<file path="src/rtl/adc_host_pkg.sv">
package adc_host_pkg;
  localparam int CMD_BITS = 8;
  localparam int RES_BITS = 12;
  localparam int CHAN_W   = 3;

  typedef enum logic [2:0] {
    ST_IDLE,
    ST_CMD,
    ST_WAIT_LO,
    ST_WAIT_HI,
    ST_READ,
    ST_GAP
  } host_st_e;

  // start bit, input number, span, polarity, two zero bits for internal-clock mode
  function automatic logic [CMD_BITS-1:0] make_cmd(
    input logic [CHAN_W-1:0] chan,
    input logic              span,
    input logic              bipolar
  );
    return {1'b1, chan, span, bipolar, 2'b00};
  endfunction
endpackage

</file>
<file path="src/rtl/adc_bit_sync.sv">
module adc_bit_sync #(
  parameter int    STAGES  = 2,
  parameter logic  RST_VAL = 1'b1
) (
  input  logic clk,
  input  logic rst_n,
  input  logic d,
  output logic q
);
  logic [STAGES-1:0] chain;

  genvar g;
  generate
    for (g = 0; g < STAGES; g++) begin : g_stage
      if (g == 0) begin : g_first
        always_ff @(posedge clk or negedge rst_n) begin
          if (!rst_n) chain[0] <= RST_VAL;
          else        chain[0] <= d;
        end
      end else begin : g_next
        always_ff @(posedge clk or negedge rst_n) begin
          if (!rst_n) chain[g] <= RST_VAL;
          else        chain[g] <= chain[g-1];
        end
      end
    end
  endgenerate

  assign q = chain[STAGES-1];
endmodule

</file>
<file path="src/rtl/adc_sclk_div.sv">
module adc_sclk_div #(
  parameter int DIV_W = 8
) (
  input  logic             clk,
  input  logic             rst_n,
  input  logic             en,
  input  logic [DIV_W-1:0] half,
  output logic             tick
);
  localparam logic [DIV_W-1:0] MIN_HALF = DIV_W'(2);

  logic [DIV_W-1:0] cnt;
  logic [DIV_W-1:0] lim;

  assign lim  = (half < MIN_HALF) ? MIN_HALF : half;
  assign tick = en && (cnt == lim - DIV_W'(1));

  always_ff @(posedge clk or negedge rst_n) begin
    if (!rst_n)          cnt <= '0;
    else if (!en || tick) cnt <= '0;
    else                 cnt <= cnt + DIV_W'(1);
  end
endmodule

</file>
<file path="src/rtl/adc_busy_timer.sv">
module adc_busy_timer #(
  parameter int TO_W = 16
) (
  input  logic            clk,
  input  logic            rst_n,
  input  logic            en,
  input  logic [TO_W-1:0] limit,
  output logic            expired
);
  logic [TO_W-1:0] cnt;

  assign expired = en && (cnt >= limit);

  always_ff @(posedge clk or negedge rst_n) begin
    if (!rst_n)        cnt <= '0;
    else if (!en)      cnt <= '0;
    else if (!expired) cnt <= cnt + TO_W'(1);
  end
endmodule

</file>
<file path="src/rtl/adc_host_ctrl.sv">
module adc_host_ctrl
  import adc_host_pkg::*;
#(
  parameter int DIV_W       = 8,
  parameter int TO_W        = 16,
  parameter int SYNC_STAGES = 2
) (
  input  logic                clk,
  input  logic                rst_n,
  input  logic [DIV_W-1:0]    cfg_half,
  input  logic [TO_W-1:0]     cfg_timeout,
  input  logic                req_valid,
  output logic                req_ready,
  input  logic [CHAN_W-1:0]   req_chan,
  input  logic                req_span,
  input  logic                req_bipolar,
  output logic                res_valid,
  input  logic                res_ready,
  output logic [RES_BITS-1:0] res_data,
  output logic [CHAN_W-1:0]   res_chan,
  output logic                res_error,
  output logic                adc_cs_n,
  output logic                adc_sclk,
  output logic                adc_din,
  input  logic                adc_dout,
  input  logic                adc_sstrb
);
  localparam int CNT_W = $clog2(RES_BITS);
  localparam logic [CNT_W-1:0] LAST_CMD = CNT_W'(CMD_BITS - 1);
  localparam logic [CNT_W-1:0] LAST_RES = CNT_W'(RES_BITS - 1);

  host_st_e              state;
  logic [CMD_BITS-1:0]   cmd_sh;
  logic [RES_BITS-1:0]   res_sh;
  logic [CHAN_W-1:0]     chan_q;
  logic [CNT_W-1:0]      bit_cnt;
  logic                  gap_half;
  logic                  sstrb_s;
  logic                  tick;
  logic                  div_en;
  logic                  wait_en;
  logic                  expired;
  logic                  accept;

  adc_bit_sync #(.STAGES(SYNC_STAGES), .RST_VAL(1'b1)) i_sync (
    .clk   (clk),
    .rst_n (rst_n),
    .d     (adc_sstrb),
    .q     (sstrb_s)
  );

  assign div_en = (state == ST_CMD) || (state == ST_READ) || (state == ST_GAP);

  adc_sclk_div #(.DIV_W(DIV_W)) i_div (
    .clk   (clk),
    .rst_n (rst_n),
    .en    (div_en),
    .half  (cfg_half),
    .tick  (tick)
  );

  assign wait_en = (state == ST_WAIT_LO) || (state == ST_WAIT_HI);

  adc_busy_timer #(.TO_W(TO_W)) i_timer (
    .clk     (clk),
    .rst_n   (rst_n),
    .en      (wait_en),
    .limit   (cfg_timeout),
    .expired (expired)
  );

  assign req_ready = (state == ST_IDLE) && !res_valid;
  assign accept    = req_valid && req_ready;

  always_ff @(posedge clk or negedge rst_n) begin
    if (!rst_n) begin
      state     <= ST_IDLE;
      cmd_sh    <= '0;
      res_sh    <= '0;
      chan_q    <= '0;
      bit_cnt   <= '0;
      gap_half  <= 1'b0;
      adc_cs_n  <= 1'b1;
      adc_sclk  <= 1'b0;
      adc_din   <= 1'b0;
      res_valid <= 1'b0;
      res_data  <= '0;
      res_chan  <= '0;
      res_error <= 1'b0;
    end else begin
      if (res_valid && res_ready) res_valid <= 1'b0;

      unique case (state)
        ST_IDLE: begin
          if (accept) begin
            cmd_sh   <= make_cmd(req_chan, req_span, req_bipolar);
            adc_din  <= make_cmd(req_chan, req_span, req_bipolar)[CMD_BITS-1];
            chan_q   <= req_chan;
            bit_cnt  <= '0;
            adc_cs_n <= 1'b0;
            state    <= ST_CMD;
          end
        end

        ST_CMD: begin
          if (tick) begin
            if (!adc_sclk) begin
              adc_sclk <= 1'b1;
            end else begin
              adc_sclk <= 1'b0;
              if (bit_cnt == LAST_CMD) begin
                adc_din <= 1'b0;
                state   <= ST_WAIT_LO;
              end else begin
                bit_cnt <= bit_cnt + CNT_W'(1);
                cmd_sh  <= {cmd_sh[CMD_BITS-2:0], 1'b0};
                adc_din <= cmd_sh[CMD_BITS-2];
              end
            end
          end
        end

        ST_WAIT_LO, ST_WAIT_HI: begin
          if (expired) begin
            adc_cs_n  <= 1'b1;
            res_valid <= 1'b1;
            res_error <= 1'b1;
            res_data  <= '0;
            res_chan  <= chan_q;
            gap_half  <= 1'b0;
            state     <= ST_GAP;
          end else if (state == ST_WAIT_LO) begin
            if (!sstrb_s) state <= ST_WAIT_HI;
          end else if (sstrb_s) begin
            res_sh  <= {{(RES_BITS-1){1'b0}}, adc_dout};
            bit_cnt <= '0;
            state   <= ST_READ;
          end
        end

        ST_READ: begin
          if (tick) begin
            if (!adc_sclk) begin
              adc_sclk <= 1'b1;
              if (bit_cnt != '0) res_sh <= {res_sh[RES_BITS-2:0], adc_dout};
            end else begin
              adc_sclk <= 1'b0;
              if (bit_cnt == LAST_RES) begin
                adc_cs_n  <= 1'b1;
                res_valid <= 1'b1;
                res_error <= 1'b0;
                res_data  <= res_sh;
                res_chan  <= chan_q;
                gap_half  <= 1'b0;
                state     <= ST_GAP;
              end else begin
                bit_cnt <= bit_cnt + CNT_W'(1);
              end
            end
          end
        end

        ST_GAP: begin
          if (tick) begin
            if (gap_half) state <= ST_IDLE;
            else          gap_half <= 1'b1;
          end
        end

        default: state <= ST_IDLE;
      endcase
    end
  end
endmodule

</file>
<file path="config.mk">
export PLATFORM = sky130hd
export DESIGN_NAME = adc_host_ctrl
export DESIGN_NICKNAME = d
export VERILOG_FILES = /design/src/rtl/adc_host_pkg.sv /design/src/rtl/adc_bit_sync.sv /design/src/rtl/adc_sclk_div.sv /design/src/rtl/adc_busy_timer.sv /design/src/rtl/adc_host_ctrl.sv
export SDC_FILE = /design/constraint.sdc
export NUM_CORES = 1
export LEC_CHECK = 0
export BUFFER_PORTS_ARGS = -buffer_cell sky130_fd_sc_hd__buf_2
export CORE_UTILIZATION = 52
export CTS_CLUSTER_DIAMETER = 50
export CTS_CLUSTER_SIZE = 12
export DETAILED_ROUTE_END_ITERATION = 7
export GPL_TIMING_DRIVEN = 0
export PLACE_DENSITY = 0.76
export REMOVE_ABC_BUFFERS = 1
export SLEW_MARGIN = 10
export SYNTH_ARGS = -nofsm -noshare
export SYNTH_HDL_FRONTEND = slang
export SYNTH_SLANG_ARGS = --single-unit
</file>
<file path="constraint.sdc">
create_clock -name clk -period 2.6 [get_ports clk]
set_input_delay 0.13 -clock clk [delete_from_list [all_inputs] [get_ports clk]]
set_output_delay 0.13 -clock clk [all_outputs]
set_load 0.05 [all_outputs]
</file>
# --- Word-level counts from Yosys, hierarchy flattened ---
# Index checks and enable logic that the tools add are counted.
totals:
  inputBits: 35
  latch_bits: 0
  romBits: 0
  ramBits: 0
  ff_bits: 76
  output_inout_bits: 21
  wordCells: 157
  mem_count: 0
op_classes:
  shifts: 0
  n_mux: 76
  n_addsub: 4
  div_mod_pow: 0
  n_reduce_logical: 30
  n_eq_ne: 28
  mul: 0
  bitwise_logic: 0
  magnitude_cmp: 2
op_table:
  columns: ["operator", "count"]
  rows:
  - ["two-way mux 12 bit", 10]
  - ["two-way mux 3 bit", 17]
  - ["one-hot mux 12 bit (2 select lines)", 2]
  - ["two-way mux 4 bit", 10]
  - ["two-way mux 16 bit", 2]
  - ["two-way mux 7 bit", 4]
  - ["!= test 2 bit, second input constant", 11]
  - ["AND reduction 11 bit", 2]
  - ["two-way mux 1 bit", 20]
  - ["adder 16 x 1 -> 16 bit, second input constant", 1]
  - ["greater-or-equal comparator 16 bit", 1]
  - ["two-way mux 8 bit", 2]
  - ["one-hot mux 4 bit (4 select lines)", 1]
  - ["one-hot mux 3 bit (5 select lines)", 1]
  - ["!= test 2 x 1 -> 1 bit, second input constant", 7]
  - ["one-hot mux 7 bit (2 select lines)", 1]
  - ["AND reduction 6 bit", 2]
  - ["AND reduction 5 bit", 2]
  - ["adder 8 x 1 -> 8 bit, second input constant", 1]
  - ["equality test 8 bit", 1]
  - ["less-than comparator 8 x 2 -> 1 bit, second input constant", 1]
  - ["nonzero test 4 bit", 2]
  - ["subtractor 8 x 1 -> 8 bit, second input constant", 1]
  - ["AND reduction 7 bit", 1]
  - ["other kinds (20)", 37]

# --- Depth between registers and ports, before layout ---
# Gate-level depths: netlist of the first run.
depth:
  ltp_word: 7
  ltp_mapped: 13
  depth_no_buf: 10

# --- Modules after synthesis ---
# Synthesis of the first run repeated with hierarchy kept, for this count alone.
unflattened:
  hier_cells: 409
  hier_area_um2: 4285.4
modules_own_cells:
  columns: ["module", "instances", "seq_area_each_um2", "area_per_inst_um2", "cells_per_inst"]
  rows:
  - ["adc_host_ctrl", 1, 1202.4, 2269.7, 190]
  - ["adc_busy_timer", 1, 400.4, 1256.2, 141]
  - ["adc_sclk_div", 1, 200.2, 706.9, 76]
  - ["adc_bit_sync", 1, 52.6, 52.6, 2]

# --- Worst setup path before layout of the first run ---
# No wires, ideal clock.
synth_path:
  path_kind: "reg2reg"
  startpoint: "register res_valid"
  endpoint: "register cmd_sh[2]"
  period_less_slack_ns: 3.136
  path_slack_ns: -0.536
  setup_time_ns: 0.121
  t_required_ns: 2.479
  t_arrival_ns: 3.015
  stages_incl_launch_ff: 6
  path_buffers: 1
  path_cell_list: "dfrtp_1 -> nor4_1 -> and2_1 -> clkbuf_1 -> a41oi_1 -> a22o_1"
synth_between:
  elab_chain_len: 5
synth_lines:
  columns: ["item", "line_no", "source"]
  rows:
  - ["from (decl)", "adc_host_ctrl.sv:17", "output logic res_valid,"]
  - ["from (signal assigned)", "adc_host_ctrl.sv:86", "res_valid <= 1'b0;"]
  - ["from (signal assigned)", "adc_host_ctrl.sv:91", "if (res_valid && res_ready) res_valid <= 1'b0;"]
  - ["from (signal assigned)", "adc_host_ctrl.sv:126", "res_valid <= 1'b1;"]
  - ["zero test 1 bit", "adc_host_ctrl.sv:72", "assign req_ready = (state == ST_IDLE) && !res_valid;"]
  - ["logical AND 1 bit", "adc_host_ctrl.sv:72", null]
  - ["named net req_ready", "adc_host_ctrl.sv:13", "output logic req_ready,"]
  - ["logical AND 1 bit", "adc_host_ctrl.sv:73", "assign accept = req_valid && req_ready;"]
  - ["!= test 2 bit (no source line)", null, null]
  - ["AND reduction 5 bit (no source line)", null, null]
  - ["to (signal assigned)", "adc_host_ctrl.sv:96", "cmd_sh <= make_cmd(req_chan, req_span, req_bipolar);"]
  - ["to (signal assigned)", "adc_host_ctrl.sv:116", "cmd_sh <= {cmd_sh[CMD_BITS-2:0], 1'b0};"]
  - ["to (decl)", "adc_host_ctrl.sv:33", "logic [CMD_BITS-1:0] cmd_sh;"]
# The timed path passes the listed nets, and every way through them passes these cells.
# A chain may end at the register's enable or synchronous reset.

# --- Worst setup path in the final report of the first run ---
layout_path:
  startpoint: "input cfg_half[1]"
  endpoint: "register res_chan[0]"
layout_between:
  elab_chain_len: 7
layout_lines:
  columns: ["item", "line_no", "source"]
  rows:
  - ["from (decl)", "adc_host_ctrl.sv:10", "input logic [DIV_W-1:0] cfg_half,"]
  - ["less-than comparator 8 x 2 -> 1 bit", "adc_sclk_div.sv:15", "assign lim = (half < MIN_HALF) ? MIN_HALF : half;"]
  - ["two-way mux 8 bit *", "adc_sclk_div.sv:15", null]
  - ["subtractor 8 x 1 -> 8 bit *", "adc_sclk_div.sv:16", "assign tick = en && (cnt == lim - DIV_W'(1));"]
  - ["equality test 8 bit *", "adc_sclk_div.sv:16", null]
  - ["logical AND 1 bit *", "adc_sclk_div.sv:16", null]
  - ["!= test 2 x 1 -> 1 bit (no source line) *", null, null]
  - ["AND reduction 5 bit (no source line) *", null, null]
  - ["to (signal assigned)", "adc_host_ctrl.sv:129", "res_chan <= chan_q;"]
  - ["to (signal assigned)", "adc_host_ctrl.sv:153", "res_chan <= chan_q;"]
  - ["to (decl)", "adc_host_ctrl.sv:20", "output logic [CHAN_W-1:0] res_chan,"]
# Mark *: on every way between the ends. The rest lies on a longest branch, timed or not.

==> results of run 1 <==
[flip-flops by register name (all words and copies together), names as in the netlist, 3 cells and up]
signal       count
res_chan         3
i_div.cnt        8
bit_cnt          4
state            3
cmd_sh           5
res_data        12
chan_q           3
res_sh          12
i_timer.cnt     16
[power by group]
part / internal [W] / leakage, nW / switching (W)
sequential: 0.00130 / 0.959 / 0.000185
combinational: 0.000425 / 1.37 / 0.000641
clock: 0.000734 / 0.129 / 0.000444
total: 0.00246 / 2.46 / 0.00127
[critical path, stage by stage]
cell and delay (ns):
buf_8 0.10, or4_4 0.55, o41ai_4 0.36, ha_2 0.35
xnor2_1 0.12, a21oi_1 0.15, o21ai_1 0.13, nor4_2 0.27
buf_4 0.17, and4_4 0.24, a21oi_4 0.07, mux2_4 0.32
[synthesized netlist by cell type, drive strengths merged (2+ instances only)]
library cell  number
clkbuf            12
dfstp              3
or4                2
and2               3
buf                4
nor2              36
nand3             15
a21o               2
and4               4
o211ai             6
nor2b              6
nor3              14
and3               4
o41ai              2
and3b              2
nand4              5
a31oi              5
mux2               4
a22oi              2
a211oi             5
o21ai             32
a31o               2
a21oi             14
xnor2             19
dfrtp             71
o31ai              2
or3                4
xor2               8
mux2i             16
inv               31
nand2             82
o21bai             2
ha                21
nor4               9
[cell families (layout without fill, tap and decap cells)]
logic type                 count (synthesis)  in the layout  share of synthesized area, %
DFF                                       74             74                          44.0
xor gates and xnor gates                  27             27                          5.61
adders and majority gates                 21             21                          6.23
AOI/OAI and AO/OA                         82             82                          13.1
buffers and inverters                     48            135                          4.51
and+or+nand+nor                          191            192                          21.5
muxes                                     20             20                          5.13
[per-layer routing]
layer	global-route usage (%)	routed length, µm
met4	7.68	162
met5	0	0
met1	30.4	4410
met3	3.07	348
met2	39.2	4720
[how the worst max path moves through the flow]
stage	from	to	slack [ns]	depth (start not counted)
after floorplan	i_timer.cnt[13]	res_sh[10]	-0.99	8
after global routing	cfg_half[1]	res_sh[4]	-0.22	13
after global placement	i_timer.cnt[13]	res_sh[3]	-1.56	8
after CTS	state[0]	res_chan[0]	0.001	6
final	cfg_half[1]	res_chan[0]	-0.13	12
after detailed placement	i_timer.cnt[13]	res_sh[8]	-1.54	9
[layout make-up]
| class | instances | area [µm²] |
|---|---|---|
| Sequential cell | 74 | 1860 |
| Tap cell | 102 | 128 |
| Fill cell | 609 | 2440 |
| Clock inverter | 7 | 141 |
| Multi-Input combinational cell | 342 | 2360 |
| Timing Repair Buffer | 87 | 592 |
| Clock buffer | 9 | 124 |
| Inverter | 32 | 120 |
[timing repair]
item,CTS,global route
endpoints found under the hold margin,74,0
setup buffers,9,17
gates cloned,1,0
resized for setup,19,36
pin swaps,8,13
endpoints found under the setup margin,48,54
hold buffers,4,0
[through the flow]
step	worst slack (ns)	util [%]	instance area [µm²]	power (W)
floorplan	-0.994	-	4150	0.00216
global placement	-1.56	58.6	4550	0.00238
detailed placement	-1.54	59.2	4600	0.00242
CTS	0.00128	65.4	5080	0.00365
global route	-0.218	68.5	5320	0.00396
finish	-0.125	68.5	5320	0.00373
==> metrics.txt, run 1 <==
status=finished, violations left; failing checks=negative setup slack; max_cap viols=0; fraction of layout cells with a size suffix above 1=27.0%; IO Pins=56; Setup crit end kind=flop; crit share post-route=105%; htree depth=3; f_max=0.367 GHz; Finished Layout Cells=653; Post-synth EDFFs=0; Critical Path AT=2.96 ns; Hold Crit Depth=3; Synth area leaders=dfrtp_1 42%, nand2_1 7.3%, ha_1 6.2%, xnor2_1 3.9%, mux2i_1 3.8%; core area=0.00777 mm²; syn avg cell area=9.11 µm²; reg2reg path depth=10; Yosys top cell area share=42.1%; Worst Path Required=2.83 ns; skew final=0.0101 ns; I/O Buffers=55; Worst slew margin=59.6%; Layout area overhead=26.2%; commonest register cell after synthesis=dfrtp_1; Syn. warnings=0; worst min path class=in2reg; placed wire-length estimate=6010 µm; initial DRC count=182; most common cell after layout, fill and taps aside=nand2_1; Peak VDD IR=0.000583 V; most frequent cells in the layout=80 x nand2_1, 68 x dfrtp_1, 52 x buf_2; Max FO, Critical Path=5; leakage=2.46 nW; Nets=602; Hold Fails Final Rpt=0; critical path type=in2reg; Bufs on Longest Clock Path=2; flop2flop setup slack=0.02 ns; post-detailed-route count of antenna-violating nets=0; Vias=3,596; Unique masters post-synth=56; die width=92.1 µm; post-synthesis register bit count=74; Slew Limit Fails=0; pin slew with the least headroom to its limit=0.605 ns; initial core utilization=54.3%; clk sinks=74; drt pass-1 iters=4; R2R Path Start=i_timer.cnt[13]; post-synthesis sequential area ratio=44.0%; vias in the first global route=3,358; Placer Congestion=0.943; Setup crit start kind=primary input; CTS Buf Count=9; RSZ-0062 raised after global routing=true; worst hold slack=0.00791 ns; DRT Wirelength=9650 µm; Final WS setup=-0.125 ns; Vias/cell=5.51; CTS clock-pin slew for the worst setup and hold paths=0.08 ns; die area=0.00848 mm²; PwrDens=701 mW/mm²; first-pass GRT wire length=15,500 µm; setup TNS=-1.37 ns; Syn Std Cell Area=0.00422 mm²; final setup violation count=28; pin count of the biggest net entering global routing=67; Hold Crit Start=req_chan[1]; residual DRC count=0; worst min-delay path endpoint=chan_q[1]; placement row count=32; Clock Latency Late Sink=0.35 ns; diode count=0; area leader, netlist=dfrtp_1; Post-Synthesis Cells=463; Tmin final=2.73 ns; Tot GR Track Use=23.1%; placed insts=606; terminus of the critical flop-to-flop path=res_sh[8]; gr ovfl total=0; initial antenna violation count=0; Wirelength per Cell=14.8 µm; root buf cell=clkbuf_8; CTS tree=done; Die Ht=92.1 µm; share of flip-flops with an asynchronous set or reset=100%
No activity file was read; power rests on OpenSTA's default activity.
==> run 2, diff against run 1 <==
==> constraint.sdc (replaced) <==
create_clock -name clk -period 2.6 [get_ports clk]
set_input_delay 0.26 -clock clk [delete_from_list [all_inputs] [get_ports clk]]
set_output_delay 0.26 -clock clk [all_outputs]
set_load 0.05 [all_outputs]
==> run 2 against run 1 <==
The flow now finishes without violations. Final area grew 0.63%. Via count down 0.86%. Clock power is essentially flat. Power up 0.39%. Combinational power hardly changed. Non-clock buffer count decreased by 4. Clock skew decreased by 0.0022 ns.
==> metrics.txt, run 2 (same netlist as run 1, synthesis figures left out) <==
setup TNS=0 ns; leakage=2.43 nW; htree depth=3; Vias/cell=5.49; Worst slew margin=57.1%; most common cell after layout, fill and taps aside=nand2_1; flop2flop setup slack=0.02 ns; Nets=598; vias in the first global route=3,362; placed insts=606; max_cap viols=0; Largest Register=i_timer.cnt; Peak VDD IR=0.000491 V; first-pass GRT wire length=15,500 µm; fraction of layout cells with a size suffix above 1=28.7%; Overall Power=0.00375 W; Placer Congestion=0.943; CP Cell Sequence=ha_4, a211oi_4, o21bai_2, a2111oi_4, a21oi_4, buf_8, or3_4, a21oi_4, buf_12, mux2i_1; buffer and inverter count on the worst path=2; critical path type=reg2reg; Slew Limit Fails=0; Largest regs=i_timer.cnt: 16 flops, res_data: 12 flops, res_sh: 12 flops; initial core utilization=54.3%; gr ovfl total=0; skew final=0.00792 ns; core area=0.00777 mm²; I/O Buffers=55; critical path's largest stage delay=0.43 ns; PwrDens=700 mW/mm²; most frequent cells in the layout=78 x nand2_1, 68 x dfrtp_1, 51 x buf_2; diode count=0; root buf cell=clkbuf_8; IO Pins=56; Max FO, Critical Path=8; Worst Path Required=2.87 ns; Hold Fails Final Rpt=0; pin slew with the least headroom to its limit=0.643 ns; CTS clock-pin slew for the worst setup and hold paths=0.08 ns; Hold Crit Start=res_ready; max reg flops=16; Bufs on Longest Clock Path=2; crit share post-route=99.3%; die area=0.00848 mm²; status=completed; Die Ht=92.1 µm; CTS tree=done; placed wire-length estimate=6010 µm; clk sinks=74; die width=92.1 µm; post-detailed-route count of antenna-violating nets=0; R2R Path Start=i_timer.cnt[13]; FILL cells=607; residual DRC count=0; Setup crit start kind=flop; pin count of the biggest net entering global routing=67; initial DRC count=136; f_max=0.387 GHz; Finished Layout Cells=649; slowest CP cell=dfrtp_2; Vias=3,565; worst min path class=in2reg; RSZ-0062 raised after global routing=true; Critical Path AT=2.85 ns; final setup violation count=0; DRT Wirelength=9520 µm; most used cell, CP=a21oi_4; drt pass-1 iters=4; Layout area overhead=27.0%; CP delay by family, top=compound AO/OA/AOI/OAI gates; CTS Buf Count=9; Clock Latency Late Sink=0.35 ns; Wirelength per Cell=14.7 µm; launch point of the worst path=i_timer.cnt[13]; Tot GR Track Use=23.0%; Setup crit end kind=flop; placement row count=32; Tmin final=2.58 ns; initial antenna violation count=0
run 2: changes by cell type in the layout (fill, tap and decap cells not counted), moves of 2 or more:
cell           change
nand2_1            -2
dlygate4sd3_1      -2
nand2_2            +3
nand3_2            +3
o21ai_0            -2
nand3_1            -2
run 2: final timing paths:
check / endpoint / depth (start not counted)
worst min-delay path: res_valid / 2
max in group asynchronous: i_sync.q / 3
min in group asynchronous: i_div.cnt[6] / 2
worst max register to register: res_sh[8] / 10
worst max-delay path: res_sh[8] / 10
worst min register to register: i_sync.q / 0
run 2: layout make-up:
cell class              instances  area [µm²]  share of cell area [%]
clock buffers                   9         124                    2.31
clock inverters                 7         141                    2.64
inverters                      32         120                    2.24
multi-input cells             342        2430                    45.4
flip-flops and latches         74        1860                    34.7
well taps                     102         128                    2.38
repair buffers                 83         556                    10.4
run 2: power breakdown:
| part | internal [W] | leakage [nW] | switching (W) | total [W] |
|---|---|---|---|---|
| Clock | 0.000734 | 0.129 | 0.000441 | 0.00117 |
| Sequential | 0.00130 | 0.959 | 0.000187 | 0.00149 |
| Combinational | 0.000423 | 1.34 | 0.000659 | 0.00108 |
| Total | 0.00246 | 2.43 | 0.00129 | 0.00375 |
run 2: what timing repair did:
item / in CTS / in global routing
setup buffers: 15 / 9
gates resized for setup: 26 / 42
setup endpoints to repair: 59 / 48
endpoints found under the hold margin: 9 / 0
cloned: 1 / 0
hold buffers: 2 / 0
pin swaps: 14 / 12
run 2: per-stage QoR:
step	utilization (%)	instance area, µm²	hold WS [ns]	setup WS (ns)
3_3_place_gp	58.6	4550	0.348	-1.56
5_1_grt	69.0	5360	0.0851	-0.0812
6_report	69.0	5360	0.0857	0.0169
2_1_floorplan	-	4150	-0.0356	-0.994
3_5_place_dp	59.2	4600	0.102	-1.54
4_1_cts	65.9	5120	0.0773	-0.0373
run 2: routing by layer:
| layer | wire length, µm | track usage, % |
|---|---|---|
| met3 | 278 | 3.15 |
| met1 | 4440 | 30.6 |
| met5 | 0 | 0 |
| met4 | 119 | 7.55 |
| met2 | 4680 | 38.7 |
==> run 3, diff against run 2 <==
- SETUP_SLACK_MARGIN: unset -> 0.4
==> run 3 against run 2 <==
The run now ends with negative setup slack left. Final area rose by 9.5%. Count of clock-buffer cells in the layout did not move. Setup slack got worse by 0.037 ns.
==> metrics.txt, run 3 (same netlist as run 1, synthesis figures left out) <==
max reg flops=16; worst min path class=in2reg; failing checks=negative setup slack; Tmin final=2.62 ns; I/O Buffers=55; Bufs on Longest Clock Path=2; pin slew with the least headroom to its limit=0.778 ns; htree depth=3; initial antenna violation count=0; Worst Path Required=2.85 ns; residual DRC count=0; core area=0.00777 mm²; fraction of layout cells with a size suffix above 1=36.4%; Pint=0.00248 W; status=finished, violations left; Die Ht=92.1 µm; first-pass GRT wire length=16,700 µm; Final WS setup=-0.0203 ns; diode count=0; gr ovfl total=0; max_cap viols=0; pin count of the biggest net entering global routing=67; Worst slew margin=48.0%; IO Pins=56; Largest regs=i_timer.cnt: 16 flops, res_data: 12 flops, res_sh: 12 flops; critical path type=reg2reg; Vias/cell=5.77; post-detailed-route count of antenna-violating nets=0; CTS Buf Count=9; Switching Share=35.2%; most common cell after layout, fill and taps aside=nand2_1; Clock Power Share=31.1%; Slew Limit Fails=0; DRT Wirelength=11,600 µm; placement row count=32; die area=0.00848 mm²; Critical Path AT=2.87 ns; Overall Power=0.00383 W; RSZ-0062 raised after global routing=true; initial DRC count=218; Largest Register=i_timer.cnt; Clock Latency Late Sink=0.35 ns; Placer Congestion=0.943; Nets=614; crit share post-route=101%; placed wire-length estimate=6010 µm; Vias=3,838; drt pass-1 iters=5; worst hold slack=0.0778 ns; Layout area overhead=39.1%; Wirelength per Cell=17.4 µm; Setup crit start kind=flop; Seq pwr share=39.1%; Tot GR Track Use=24.9%; vias in the first global route=3,560; final setup violation count=1; PwrDens=652 mW/mm²; initial core utilization=54.3%; DP Area=0.00460 mm²; CTS tree=done; CTS clock-pin slew for the worst setup and hold paths=0.08 ns; leakage=2.60 nW; Peak VDD IR=0.000512 V; most frequent cells in the layout=71 x nand2_1, 69 x dfrtp_1, 51 x buf_2; root buf cell=clkbuf_8; f_max=0.382 GHz; clk sinks=74; skew final=0.0146 ns; Max FO, Critical Path=3; die width=92.1 µm; power share of the combinational group=29.8%; Setup crit end kind=flop; Design Area, Final=0.00587 mm²; Sw Pwr=0.00135 W; Hold Fails Final Rpt=0
[run 3: area by class of cell]
type                       instances  area [µm²]
multi-input combinational        343        2720
fill                             508        1900
sequential                        74        1860
timing repair buffer              98         779
clock inverter                     7         141
tap                              102         128
clock buffer                       9         124
inverter                          32         120
[run 3: power by group through the flow]
stage | registers [W] | logic [W] | clock network, W
4_1_cts | 0.00148 | 0.00104 | 0.00120
3_3_place_gp | 0.00150 | 0.000879 | 0
3_5_place_dp | 0.00150 | 0.000916 | 0
6_report | 0.00149 | 0.00114 | 0.00119
2_1_floorplan | 0.00150 | 0.000651 | 0
5_1_grt | 0.00153 | 0.00127 | 0.00126
[run 3: worst paths after layout]
path	startpoint	slack, ns	cells past startpoint	end
hold / removal	res_ready	0.08	2	res_valid
hold reg to reg	i_sync.chain[0]	0.36	0	i_sync.q
setup reg to reg	i_timer.cnt[0]	-0.02	11	res_sh[11]
setup / recovery	i_timer.cnt[0]	-0.02	11	res_sh[11]
max in group asynchronous	rst_n	1.72	3	i_sync.q
min in group asynchronous	rst_n	0.28	2	i_div.cnt[6]
[run 3: routing by layer]
layer	GRT usage, %	part of all wire, %
met5	0	0
met3	3.40	4.7
met2	42.4	52
met4	8.59	1.8
met1	32.4	42
[run 3: stage by stage]
stage | cells | TNS (ns) | setup WS (ns) | util, %
after global placement | 604 | -55.36 | -1.56 | 58.6
final | 665 | -0.0203 | -0.0203 | 75.5
after floorplan | 447 | -21.04 | -0.994 | -
after CTS | 651 | -0.185 | -0.0373 | 70.0
after global routing | 665 | -1.10 | -0.0949 | 75.5
after detailed placement | 606 | -45.94 | -1.54 | 59.2
[run 3: worst max-delay path: stages, from the launching register on]
cell and delay [ns]:
dfrtp_1 0.40, inv_2 0.08, ha_4 0.19, or3b_4 0.37, o2111ai_2 0.09, a31o_2 0.23
a21oi_4 0.08, buf_8 0.16, or3_4 0.36, a21oi_4 0.21, buf_6 0.15, mux2i_1 0.23
[run 3: what timing repair did]
item / in CTS / in global routing
hold buffers: 2 / 0
pin swaps: 30 / 40
setup endpoints to repair: 69 / 69
resized for setup: 68 / 82
setup buffers: 25 / 12
gates cloned: 2 / 2
hold endpoints to repair: 9 / 0
